`src/rtl/seqbuf_pkg.sv`:
```
package seqbuf_pkg;
   typedef logic [1:0] slot_t;

   localparam int unsigned SLOTS = 3;

   function automatic slot_t slot_inc(input slot_t s);
      return (s == slot_t'(SLOTS - 1)) ? slot_t'(0) : slot_t'(s + 2'd1);
   endfunction

   typedef struct packed {
      slot_t slot;
      logic  loop;
   } play_t;
endpackage

```
`src/rtl/seqbuf_write_picker.sv`:
```
module seqbuf_write_picker
   import seqbuf_pkg::*;
(
   input  slot_t rd_idx,
   input  slot_t lw_idx,
   output slot_t pick
);
   slot_t first_try;
   slot_t second_try;

   always_comb begin
      first_try  = slot_inc(rd_idx);
      second_try = slot_inc(first_try);
      pick       = (first_try == lw_idx) ? second_try : first_try;
   end
endmodule

```
`src/rtl/seqbuf_producer_port.sv`:
```
module seqbuf_producer_port
   import seqbuf_pkg::*;
(
   input  logic  clk,
   input  logic  rst_n,
   input  logic  wr_begin,
   input  logic  wr_commit,
   input  slot_t pick,
   output slot_t grant_slot,
   output logic  busy,
   output slot_t lw_idx
);
   always_ff @(posedge clk) begin
      if (!rst_n) begin
         busy       <= 1'b0;
         grant_slot <= '0;
         lw_idx     <= '0;
      end else if (!busy && wr_begin) begin
         busy       <= 1'b1;
         grant_slot <= pick;
      end else if (busy && wr_commit) begin
         busy       <= 1'b0;
         lw_idx     <= grant_slot;
      end
   end
endmodule

```
`src/rtl/seqbuf_consumer_port.sv`:
```
module seqbuf_consumer_port
   import seqbuf_pkg::*;
(
   input  logic  clk,
   input  logic  rst_n,
   input  logic  seq_end,
   input  slot_t lw_idx,
   output slot_t rd_idx,
   output logic  play_valid,
   output play_t play_cur,
   output logic  rel_valid,
   output play_t rel_buf
);
   logic  started;
   play_t next_play;

   always_comb begin
      if (lw_idx != rd_idx) begin
         next_play.slot = lw_idx;
         next_play.loop = 1'b0;
      end else begin
         next_play.slot = rd_idx;
         next_play.loop = 1'b1;
      end
   end

   always_ff @(posedge clk) begin
      if (!rst_n) begin
         rd_idx     <= '0;
         started    <= 1'b0;
         play_valid <= 1'b0;
         rel_valid  <= 1'b0;
         play_cur   <= '0;
         rel_buf    <= '0;
      end else if (seq_end) begin
         rd_idx     <= next_play.slot;
         started    <= 1'b1;
         play_valid <= 1'b1;
         rel_valid  <= started;
         rel_buf    <= play_cur;
         play_cur   <= next_play;
      end else begin
         play_valid <= 1'b0;
         rel_valid  <= 1'b0;
      end
   end
endmodule

```
`src/rtl/seqbuf_index_mgr.sv`:
```
module seqbuf_index_mgr
   import seqbuf_pkg::*;
#(
   parameter int unsigned SLOT_COUNT = 3,
   parameter int unsigned IDX_W      = 2
) (
   input  logic             clk,
   input  logic             rst_n,
   input  logic             wr_begin,
   input  logic             wr_commit,
   output logic [IDX_W-1:0] wr_slot,
   output logic             wr_busy,
   output logic             picked_up,
   input  logic             seq_end,
   output logic             play_valid,
   output logic [IDX_W-1:0] play_slot,
   output logic             play_loop,
   output logic             rel_valid,
   output logic [IDX_W-1:0] rel_slot,
   output logic             rel_loop
);
   localparam int unsigned NEED_W = $clog2(SLOT_COUNT);

   if (SLOT_COUNT != SLOTS) begin : g_bad_count
      $error("seqbuf_index_mgr: SLOT_COUNT must be 3");
   end
   if (IDX_W != NEED_W) begin : g_bad_width
      $error("seqbuf_index_mgr: IDX_W must equal clog2(SLOT_COUNT)");
   end

   slot_t rd_idx;
   slot_t lw_idx;
   slot_t pick;
   slot_t grant;
   play_t cur;
   play_t rel;

   seqbuf_write_picker u_pick (
      .rd_idx (rd_idx),
      .lw_idx (lw_idx),
      .pick   (pick)
   );

   seqbuf_producer_port u_prod (
      .clk        (clk),
      .rst_n      (rst_n),
      .wr_begin   (wr_begin),
      .wr_commit  (wr_commit),
      .pick       (pick),
      .grant_slot (grant),
      .busy       (wr_busy),
      .lw_idx     (lw_idx)
   );

   seqbuf_consumer_port u_cons (
      .clk        (clk),
      .rst_n      (rst_n),
      .seq_end    (seq_end),
      .lw_idx     (lw_idx),
      .rd_idx     (rd_idx),
      .play_valid (play_valid),
      .play_cur   (cur),
      .rel_valid  (rel_valid),
      .rel_buf    (rel)
   );

   assign wr_slot   = grant;
   assign picked_up = (rd_idx == lw_idx);
   assign play_slot = cur.slot;
   assign play_loop = cur.loop;
   assign rel_slot  = rel.slot;
   assign rel_loop  = rel.loop;
endmodule

```
`config.mk`:
```
export PLATFORM = sky130hd
export DESIGN_NAME = seqbuf_index_mgr
export DESIGN_NICKNAME = d
export VERILOG_FILES = /design/src/rtl/seqbuf_pkg.sv /design/src/rtl/seqbuf_write_picker.sv /design/src/rtl/seqbuf_producer_port.sv /design/src/rtl/seqbuf_consumer_port.sv /design/src/rtl/seqbuf_index_mgr.sv
export SDC_FILE = /design/constraint.sdc
export NUM_CORES = 1
export LEC_CHECK = 0
export ABC_CLOCK_PERIOD_IN_PS = 2400
export CORE_AREA = 4 4 41 43
export CTS_CLUSTER_DIAMETER = 200
export DETAILED_ROUTE_END_ITERATION = 10
export DIE_AREA = 0 0 45 47
export DONT_BUFFER_PORTS = 1
export GPL_ROUTABILITY_DRIVEN = 0
export PLACE_DENSITY = 0.64
export SYNTH_ARGS = -nofsm -noshare
export SYNTH_HDL_FRONTEND = slang
export SYNTH_SLANG_ARGS = --single-unit
```
`constraint.sdc`:
```
create_clock -name clk -period 2.4 [get_ports clk]
set_clock_uncertainty 0.05 [all_clocks]
set_input_delay 0.24 -clock clk [delete_from_list [all_inputs] [get_ports clk]]
set_output_delay 0.24 -clock clk [all_outputs]
set_load 0.02 [all_outputs]
```
==> flow_summary.ini, run 1 <==
[pwr]
max-vdd-ir-drop_v = 0.000405
power_density_nw_per_um2 = 731
total_power_w = 0.000456
p_leak_nw = 0.268

[cts]
cts_buffers = 3
clk_pin_slew_ns = 0.08
buffer_cell_driving_the_clock_tree_root = sky130_fd_sc_hd__clkbuf_4
insertion_delay_ns = 0.28
tritoncts = built
holdBufCountCts = 1
cts.htree.levels = 1
clk_buf_depth = 2
cts.sink_count = 14
post-cts-setup-buffer-count = 0
number_of_instances_resized_during_post_cts_repair = 0

[worst_setup_path]
cp_slowest_stage_delay_ns = 0.58
critical_r2r_capture = u_cons.play_cur[0]$_SDFFE_PN0P_
reg2reg_slack_ns = 1.02
startpoint_type = flip-flop
setup.worst_path.end_class = output port
reg2reg_depth = 3
r2r_start = u_cons.play_cur[1]$_SDFFE_PN0P_
worst-setup-path-type = reg2out
critical_path_required_ns = 2.11
crit_family = flip-flops
critical_path_buf_inv_count = 0
critical_path.cell_chain = xor2_1 > nor2_1
timing.critical_path.fanout_max = 6
timing.critical_path.arrival_ns = 1.35
crit_slowest_cell = sky130_fd_sc_hd__dfxtp_1

[logic_synthesis]
syn-num-nets = 58
syn-cell-area_sq_um = 557
post_synth.cell_area_avg_sq_um = 10.5
syn-instance-count = 53
yosys.cell_types.count = 23
yosysWarningCount = 0
post-synth-top-area-cell = sky130_fd_sc_hd__dfxtp_1
postSynthRegisterBits = 14
ys_top_cells_by_area = sky130_fd_sc_hd__dfxtp_1, sky130_fd_sc_hd__mux2i_1, sky130_fd_sc_hd__nor2b_1
yosys.area.top_type_share_pct = 50.3
synth.yosys.seq_area_share_pct = 50.3

[placement]
detailed_place_hpwl_um = 668
place.port_buffers = 0
dpl_cell_area_sq_um = 567

[floorplanning]
die_area_sq_um = 2120
core_sq_um = 1300
floorplan.rows = 13
die_outline_width_um = 45
floorplan.io_pins = 17
initial_utilization_pct = 42.8
vertical_die_dimension_um = 47

[min_path]
holdPathEnd = u_cons.started$_SDFFE_PN0P_
hold_path.startpoint = rst_n
min-delay-path-class = in2reg
hold_depth = 1

[grt]
first_global_vias = 327
grt.met1_usage_pct = 12.0
gr-usage-all-layers_pct = 10.5
grt.busiest_layer = met2
globalRouteMet2Util_pct = 14.4
initial_antenna_violation_count = 0
grt_first_pass_wirelength_um = 1500
pin_count_of_the_biggest_net_entering_global_routing = 15
grt_use_met3_pct = 7.66
globalRoute.totalOverflow = 0

[sta]
final_setup_violation_count = 0
setup_repair_after_global_routing_missed_its_margin = false
timing.hold.ws_ns = 0.0220
slew-limit-headroom_pct = 69.8
final-max-slew-violation-count = 0
max_freq_ghz = 0.611
period_needed_ns = 1.64
worst_slew_pin_slew_ns = 0.452
period_share_pct = 68.2
final_hold_violation_count = 0
timing.setup.tns_ns = 0

[finish]
insertedDiodeCount = 0
area_delta_synth_final_pct = 11.9
layout.filler_cells = 128
finalInstanceArea_sq_um = 623
nNetsFinal = 63
fraction_of_layout_cells_with_a_size_suffix_above_1_pct = 12.3
share_of_the_core_filled_with_cells_in_the_final_layout_pct = 47.9

[routing]
route.final.wire_length_um = 967
drt_pre_antenna_iters = 2
count_of_routing_violations_after_the_opening_detailed_route_iteration = 6
routedWlPerCell_um = 13.4
drc = 0
avgViaCountPerCell = 5.08
vias = 366
drtAntennaViolNets = 0

[run_status]
result_of_the_run = finished, final reports clean

[run]
maxCapViolCount = 0
routing by layer:
| layer | routed length [um] | vias up |
|---|---|---|
| li1 | - | 189 |
| met1 | 425 | 158 |
| met2 | 413 | 17 |
| met3 | 118 | 2 |
| met4 | 10 | 0 |
| met5 | 0 | - |
cells in the final DEF, fill, tap and decap left out:
| master | Yosys | layout |
|---|---|---|
| sky130_fd_sc_hd__dfxtp_1 | 14 | 14 |
| sky130_fd_sc_hd__mux2i_1 | 6 | 6 |
| sky130_fd_sc_hd__nor2b_1 | 6 | 6 |
| sky130_fd_sc_hd__nand2_1 | 4 | 4 |
| sky130_fd_sc_hd__clkbuf_4 | 0 | 3 |
| sky130_fd_sc_hd__xor2_1 | 2 | 2 |
| sky130_fd_sc_hd__nand3_1 | 2 | 2 |
| sky130_fd_sc_hd__a21boi_0 | 2 | 2 |
| sky130_fd_sc_hd__inv_1 | 2 | 2 |
| sky130_fd_sc_hd__dlygate4sd3_1 | 0 | 2 |
| sky130_fd_sc_hd__nor2_1 | 1 | 1 |
| sky130_fd_sc_hd__and3_1 | 1 | 1 |
| sky130_fd_sc_hd__o21ai_0 | 1 | 1 |
| sky130_fd_sc_hd__a21oi_1 | 1 | 1 |
| sky130_fd_sc_hd__nand2b_1 | 1 | 1 |
| sky130_fd_sc_hd__maj3_2 | 1 | 1 |
| sky130_fd_sc_hd__o211a_1 | 1 | 1 |
| sky130_fd_sc_hd__and2_1 | 1 | 1 |
| sky130_fd_sc_hd__a22o_1 | 1 | 1 |
| sky130_fd_sc_hd__mux2_4 | 1 | 1 |
| sky130_fd_sc_hd__a211o_1 | 1 | 1 |
| sky130_fd_sc_hd__a21boi_2 | 1 | 1 |
| sky130_fd_sc_hd__o21a_1 | 1 | 1 |
| sky130_fd_sc_hd__clkbuf_8 | 0 | 1 |
how the worst max path moves through the flow:
stage,start,cells after the start,to,slack [ns]
after CTS,u_cons.play_cur[2]$_SDFFE_PN0P_,2,picked_up,0.74
after floorplan,u_cons.play_cur[2]$_SDFFE_PN0P_,3,u_prod.grant_slot[0]$_SDFFE_PN0P_,1.12
final,u_cons.play_cur[1]$_SDFFE_PN0P_,2,picked_up,0.76
after detailed placement,u_cons.play_cur[2]$_SDFFE_PN0P_,3,u_cons.play_cur[0]$_SDFFE_PN0P_,1.02
after global routing,u_cons.play_cur[2]$_SDFFE_PN0P_,2,picked_up,0.67
after global placement,u_cons.play_cur[2]$_SDFFE_PN0P_,3,u_cons.play_cur[0]$_SDFFE_PN0P_,1.03
cells in the mapped netlist:
library cell / number
sky130_fd_sc_hd__dfxtp_1: 14
sky130_fd_sc_hd__nor2b_1: 6
sky130_fd_sc_hd__a21boi_0: 2
sky130_fd_sc_hd__mux2_4: 1
sky130_fd_sc_hd__a21boi_2: 1
sky130_fd_sc_hd__xor2_1: 2
sky130_fd_sc_hd__a21oi_1: 1
sky130_fd_sc_hd__buf_2: 1
sky130_fd_sc_hd__nor2_1: 1
sky130_fd_sc_hd__inv_1: 2
sky130_fd_sc_hd__nand3_1: 2
sky130_fd_sc_hd__mux2i_1: 6
sky130_fd_sc_hd__o21ai_0: 1
sky130_fd_sc_hd__and3_1: 1
sky130_fd_sc_hd__a22o_1: 1
sky130_fd_sc_hd__nand2b_1: 1
sky130_fd_sc_hd__o211a_1: 1
sky130_fd_sc_hd__o21a_1: 1
sky130_fd_sc_hd__nand2_1: 4
sky130_fd_sc_hd__and2_1: 1
sky130_fd_sc_hd__a211o_1: 1
sky130_fd_sc_hd__buf_1: 1
sky130_fd_sc_hd__maj3_2: 1
registers in the layout, summed over array words and instances (netlist names):
signal             count
u_cons.started         1
u_cons.rel_buf         3
u_prod.busy            1
u_cons.rel_valid       1
u_cons.play_cur        3
u_cons.play_valid      1
u_prod.lw_idx          2
u_prod.grant_slot      2
stage by stage:
step / setup slack (ns) / cells
5_1_grt: 0.668 / 72
2_1_floorplan: 1.12 / 53
4_1_cts: 0.735 / 71
3_5_place_dp: 1.02 / 66
3_3_place_gp: 1.03 / 66
6_report: 0.764 / 72
cell families (layout without fill, tap and decap cells):
| logic type | count (synthesis) | after routing | synth area share [%] |
|---|---|---|---|
| AOI/OAI and AO/OA | 9 | 9 | 12.8 |
| xor gates and xnor gates | 2 | 2 | 3.15 |
| adders and majority gates | 1 | 1 | 2.02 |
| buffers and inverters | 4 | 8 | 2.92 |
| DFF | 14 | 14 | 50.3 |
| muxes | 7 | 7 | 13.5 |
| and+or+nand+nor | 16 | 16 | 15.3 |
power by group:
| part | internal (W) | switching (W) | total [W] |
|---|---|---|---|
| Clock | 0.0000923 | 0.0000735 | 0.000166 |
| Combinational | 0.0000171 | 0.0000106 | 0.0000278 |
| Sequential | 0.000243 | 0.0000195 | 0.000262 |
| Total | 0.000352 | 0.000104 | 0.000456 |
area by class of cell:
| cell class | instances | area (sq um) | share of cell area [%] |
|---|---|---|---|
| inverters | 2 | 7.51 | 1.20 |
| repair buffers | 2 | 20.0 | 3.21 |
| multi-input cells | 35 | 260 | 41.8 |
| flip-flops and latches | 14 | 280 | 45.0 |
| clock buffers | 4 | 36.3 | 5.82 |
| well taps | 15 | 18.8 | 3.01 |
No activity file was read; power rests on OpenSTA's default activity.
==> run 2: changes to the inputs <==
- ABC_CLOCK_PERIOD_IN_PS: 2400 -> 1400
- PLACE_DENSITY: 0.64 -> 0.66
- clock period: 2.4 -> 1.4 ns (I/O delays scaled with it)
==> run 2 against run 1 <==
Against the previous run: worst setup slack lost 0.70 ns; worst hold slack improved by 0.014 ns; cell count is 8.3% higher; wire length grew 4.3%; core utilization is 4.3 points higher; first-iteration DRC count decreased by 67%; flip-flop and latch count is the same; register-to-register slack worse by 0.95 ns; combinational power rose to 2.9 times the previous value; sequential share of layout area decreased by 3.4 points; non-clock buffer count up 7; critical endpoint is now u_prod.busy$_SDFFE_PN0P_; highest routed layer is now met3.
==> flow_summary.ini, run 2 (synthesis gave the netlist of run 1 again) <==
[min_path]
hold_path.startpoint = wr_commit
holdPathEnd = u_prod.lw_idx[1]$_SDFFE_PN0P_
min-delay-path-class = in2reg
hold_depth = 3

[finish]
insertedDiodeCount = 0
finalInstanceArea_sq_um = 679
largest_registers = u_cons.play_cur x3, u_cons.rel_buf x3
final_cell_mix = sky130_fd_sc_hd__dfxtp_1, sky130_fd_sc_hd__mux2i_1, sky130_fd_sc_hd__nor2b_1
fraction_of_layout_cells_with_a_size_suffix_above_1_pct = 20.6
nNetsFinal = 70
final_common_cell = sky130_fd_sc_hd__dfxtp_1
layoutNonFillerInstCount = 78
area_delta_synth_final_pct = 22.0

[floorplanning]
floorplan.rows = 13
core_sq_um = 1300
die_outline_width_um = 45
floorplan.io_pins = 17
vertical_die_dimension_um = 47
die_area_sq_um = 2120
initial_utilization_pct = 42.8

[routing]
avgViaCountPerCell = 5.22
route.final.wire_length_um = 1010
drt_pre_antenna_iters = 2
routedWlPerCell_um = 12.9
drtAntennaViolNets = 0
count_of_routing_violations_after_the_opening_detailed_route_iteration = 2
vias = 407
drc = 0

[placement]
detailed_place_hpwl_um = 675
placed_cells_incl_taps = 70
place.port_buffers = 0
dpl_cell_area_sq_um = 597
place_ws_ns = 0.222

[grt]
initial_antenna_violation_count = 0
grt.busiest_layer = met2
first_global_vias = 401
grt_first_pass_wirelength_um = 1620
globalRoute.totalOverflow = 0
globalRouteMet2Util_pct = 16.7
grt.met1_usage_pct = 13.7
pin_count_of_the_biggest_net_entering_global_routing = 14
grt_use_met3_pct = 7.28
gr-usage-all-layers_pct = 11.1

[worst_setup_path]
setup.worst_path.end_class = flip-flop
reg2reg_depth = 4
startpoint_type = flip-flop
critical_path_required_ns = 1.51
critical_r2r_capture = u_prod.busy$_SDFFE_PN0P_
r2r_start = u_prod.busy$_SDFFE_PN0P_
timing.critical_path.arrival_ns = 1.44
timing.critical_path.fanout_max = 6
reg2reg_slack_ns = 0.07
worst-setup-path-type = reg2reg

[run]
maxCapViolCount = 0

[sta]
period_share_pct = 95.2
final_hold_violation_count = 0
period_needed_ns = 1.33
final_setup_violation_count = 0
setup_slack_ns = 0.0670
timing.hold.ws_ns = 0.0355
max_freq_ghz = 0.750
slew-limit-headroom_pct = 73.3
worst_slew_pin_slew_ns = 0.399
setup_repair_after_global_routing_missed_its_margin = false
timing.setup.tns_ns = 0
final-max-slew-violation-count = 0

[pwr]
max-vdd-ir-drop_v = 0.000622
power_density_nw_per_um2 = 1080
p_leak_nw = 0.297

[cts]
clk_pin_slew_ns = 0.07
insertion_delay_ns = 0.27
post-cts-setup-buffer-count = 0
buffer_cell_driving_the_clock_tree_root = sky130_fd_sc_hd__clkbuf_4
clk_buf_depth = 2
tritoncts = built
cts.sink_count = 14
cts_buffers = 3
cts.htree.levels = 1

[run_status]
result_of_the_run = finished, final reports clean
run 2: changes by cell type in the layout (fill, tap and decap cells not counted):
cell / delta
sky130_fd_sc_hd__buf_4: +3
sky130_fd_sc_hd__buf_6: +1
sky130_fd_sc_hd__clkbuf_8: -1
sky130_fd_sc_hd__dfxtp_1: -2
sky130_fd_sc_hd__dfxtp_2: +2
sky130_fd_sc_hd__dlygate4sd3_1: +3
sky130_fd_sc_hd__o21ai_0: -1
sky130_fd_sc_hd__o21ai_2: +1
run 2: what timing repair did:
| item | in CTS | in global routing |
|---|---|---|
| setup endpoints to repair | 0 | 2 |
| hold endpoints to repair | 14 | 0 |
| hold buffers | 5 | 0 |
| gates resized for setup | 0 | 5 |
run 2: stage by stage:
step / power (W) / utilization (%)
after floorplan: 0.000501 / -
after global placement: 0.000508 / 45.9
after detailed placement: 0.000509 / 45.9
after CTS: 0.000748 / 51.4
after global routing: 0.000781 / 52.2
final: 0.000735 / 52.2
run 2: power breakdown:
part	internal (W)	switching, W	leakage [nW]
clock network	0.0000994	0.000112	0.0138
registers	0.000416	0.0000268	0.116
logic	0.0000434	0.0000373	0.168
total	0.000559	0.000177	0.297
run 2: how the worst max path moves through the flow:
stage	from	to	slack (ns)
4_1_cts	u_prod.busy$_SDFFE_PN0P_	u_prod.busy$_SDFFE_PN0P_	0.02
3_3_place_gp	u_cons.play_cur[2]$_SDFFE_PN0P_	u_prod.grant_slot[0]$_SDFFE_PN0P_	0.24
6_report	u_prod.busy$_SDFFE_PN0P_	u_prod.busy$_SDFFE_PN0P_	0.07
5_1_grt	u_prod.lw_idx[0]$_SDFFE_PN0P_	picked_up	0.004
3_5_place_dp	u_cons.play_cur[2]$_SDFFE_PN0P_	u_prod.grant_slot[0]$_SDFFE_PN0P_	0.22
2_1_floorplan	u_cons.play_cur[2]$_SDFFE_PN0P_	u_prod.grant_slot[0]$_SDFFE_PN0P_	0.12
run 2: metal layers:
metal	share of wire (%)	wire length, um	up-vias
li1	-	-	205
met5	0	0	-
met1	47	474	183
met3	12	124	0
met4	0	0	0
met2	41	410	19
run 2: final cells by class:
cell class                 instances  area, sq um
timing repair buffer               9         83.8
multi-input combinational         35          264
sequential                        14          283
clock buffer                       3         22.5
tap                               15         18.8
inverter                           2         7.51
fill                             120          622
run 2: critical path, cell delays in order, from the launching register on:
cell and delay (ns):
sky130_fd_sc_hd__dfxtp_1 0.32, sky130_fd_sc_hd__buf_6 0.14, sky130_fd_sc_hd__o21ai_2 0.13, sky130_fd_sc_hd__a21oi_1 0.04, sky130_fd_sc_hd__dlygate4sd3_1 0.55
==> run 3: changes to the inputs <==
- CORE_AREA: 4 4 41 43 -> 2 2 39 41
- DIE_AREA: 0 0 45 47 -> 0 0 41 43
==> run 3 against run 2 <==
Against the previous run: clock-buffer cell count increased by 1; first-iteration DRC count rose by 100%; worst setup slack better by 0.011 ns; total power grew 8.1%; via count down 8.4%.
==> flow_summary.ini, run 3 (synthesis gave the netlist of run 1 again) <==
[sta]
final_hold_violation_count = 0
final_setup_violation_count = 0
timing.setup.tns_ns = 0
slew-limit-headroom_pct = 72.1
setup_repair_after_global_routing_missed_its_margin = false
max_freq_ghz = 0.756
final-max-slew-violation-count = 0
setup_slack_ns = 0.0779
timing.hold.ws_ns = 0.0339
worst_slew_pin_slew_ns = 0.416
period_share_pct = 94.4
period_needed_ns = 1.32

[floorplanning]
die_area_sq_um = 1760
die_outline_width_um = 41
floorplan.io_pins = 17
core_sq_um = 1380
initial_utilization_pct = 40.2
floorplan.rows = 14
vertical_die_dimension_um = 43

[pwr]
p_leak_nw = 0.291
total_power_w = 0.000795
power_density_nw_per_um2 = 1190
max-vdd-ir-drop_v = 0.000618

[finish]
area_delta_synth_final_pct = 20.4
final_cell_mix = sky130_fd_sc_hd__dfxtp_1, sky130_fd_sc_hd__mux2i_1, sky130_fd_sc_hd__nor2b_1
nNetsFinal = 68
final_common_cell = sky130_fd_sc_hd__dfxtp_1
largest_registers = u_cons.play_cur x3, u_cons.rel_buf x3
insertedDiodeCount = 0
layout.filler_cells = 127
fraction_of_layout_cells_with_a_size_suffix_above_1_pct = 17.7

[worst_setup_path]
reg2reg_slack_ns = 0.23
critical_path_required_ns = 1.21
critical_path_buf_inv_count = 1
critical_path.cell_chain = xor2_1 > nor2_1 > buf_4
cp_slowest_stage_delay_ns = 0.39
timing.critical_path.arrival_ns = 1.13
crit_slowest_cell = sky130_fd_sc_hd__dfxtp_4
setup.worst_path.end_class = output port
crit_family = flip-flops
timing.critical_path.fanout_max = 6
worst-setup-path-type = reg2out
startpoint_type = flip-flop

[routing]
route.final.wire_length_um = 936
drt_pre_antenna_iters = 2
avgViaCountPerCell = 4.78
drtAntennaViolNets = 0
drc = 0
count_of_routing_violations_after_the_opening_detailed_route_iteration = 4
routedWlPerCell_um = 12.0
vias = 373

[grt]
pin_count_of_the_biggest_net_entering_global_routing = 15
globalRoute.totalOverflow = 0
initial_antenna_violation_count = 0
grt_first_pass_wirelength_um = 1460
gr-usage-all-layers_pct = 12.7
first_global_vias = 380

[cts]
clk_pin_slew_ns = 0.08
tritoncts = built
post-cts-setup-buffer-count = 0
cts.sink_count = 14
buffer_cell_driving_the_clock_tree_root = sky130_fd_sc_hd__clkbuf_4
insertion_delay_ns = 0.27
cts.htree.levels = 1
cts_buffers = 3
clk_buf_depth = 2

[min_path]
min-delay-path-class = in2reg

[run_status]
result_of_the_run = finished, final reports clean

[run]
maxCapViolCount = 0

[placement]
place_ws_ns = 0.206
place.port_buffers = 0
detailed_place_hpwl_um = 606
==> run 3: changes by cell type in the layout (fill, tap and decap cells not counted), sizes merged <==
cell and delta:
clkbuf +1, buf -1, dlygate4sd3 -1
==> run 3: worst reg2reg max path, cell delays in order (launching register included) <==
cell	delay, ns
sky130_fd_sc_hd__dfxtp_1	0.40
sky130_fd_sc_hd__mux2_4	0.31
sky130_fd_sc_hd__a211o_1	0.24
sky130_fd_sc_hd__a21boi_2	0.11
==> run 3: power breakdown <==
group / switching [W] / internal, W / leakage, nW
Sequential: 0.0000265 / 0.000414 / 0.116
Clock: 0.000124 / 0.000158 / 0.0210
Combinational: 0.0000348 / 0.0000381 / 0.155
==> run 3: layout make-up <==
| class | instances | area, sq um | area share [%] |
|---|---|---|---|
| Timing Repair Buffer | 7 | 62.6 | 9.33 |
| Tap cell | 16 | 20.0 | 2.99 |
| Inverter | 2 | 7.51 | 1.12 |
| Multi-Input combinational cell | 35 | 260 | 38.8 |
| Sequential cell | 14 | 284 | 42.4 |
| Clock buffer | 4 | 36.3 | 5.41 |
==> run 3: worst paths after layout <==
| path | startpoint | to | cells past startpoint |
|---|---|---|---|
| setup / recovery | u_cons.play_cur[1]$_SDFFE_PN0P_ | picked_up | 3 |
| hold / removal | wr_commit | u_prod.lw_idx[1]$_SDFFE_PN0P_ | 3 |
| setup reg to reg | u_cons.play_cur[2]$_SDFFE_PN0P_ | u_prod.grant_slot[0]$_SDFFE_PN0P_ | 3 |
| hold reg to reg | u_cons.started$_SDFFE_PN0P_ | u_cons.started$_SDFFE_PN0P_ | 1 |
==> run 3: metal layers <==
layer	track usage (%)	vias up	wire, um
met5	0	-	0
met4	2.00	0	0
met3	10.5	0	72
met2	19.4	16	397
met1	13.4	158	466
li1	-	199	-
==> run 3: per-stage QoR <==
stage          std cells  util (%)  instance area (sq um)
3_5_place_dp          70      42.7                    591
2_1_floorplan         53         -                    557
4_1_cts               78      48.3                    668
5_1_grt               78      48.5                    671
3_3_place_gp          70      42.7                    591
6_report              78      48.5                    671
==> run 3: repair_timing <==
item                                    CTS  global route
endpoints found under the hold margin    14             0
hold buffers                              4             0
endpoints found under the setup margin    1             1
gates resized for setup                   1             1
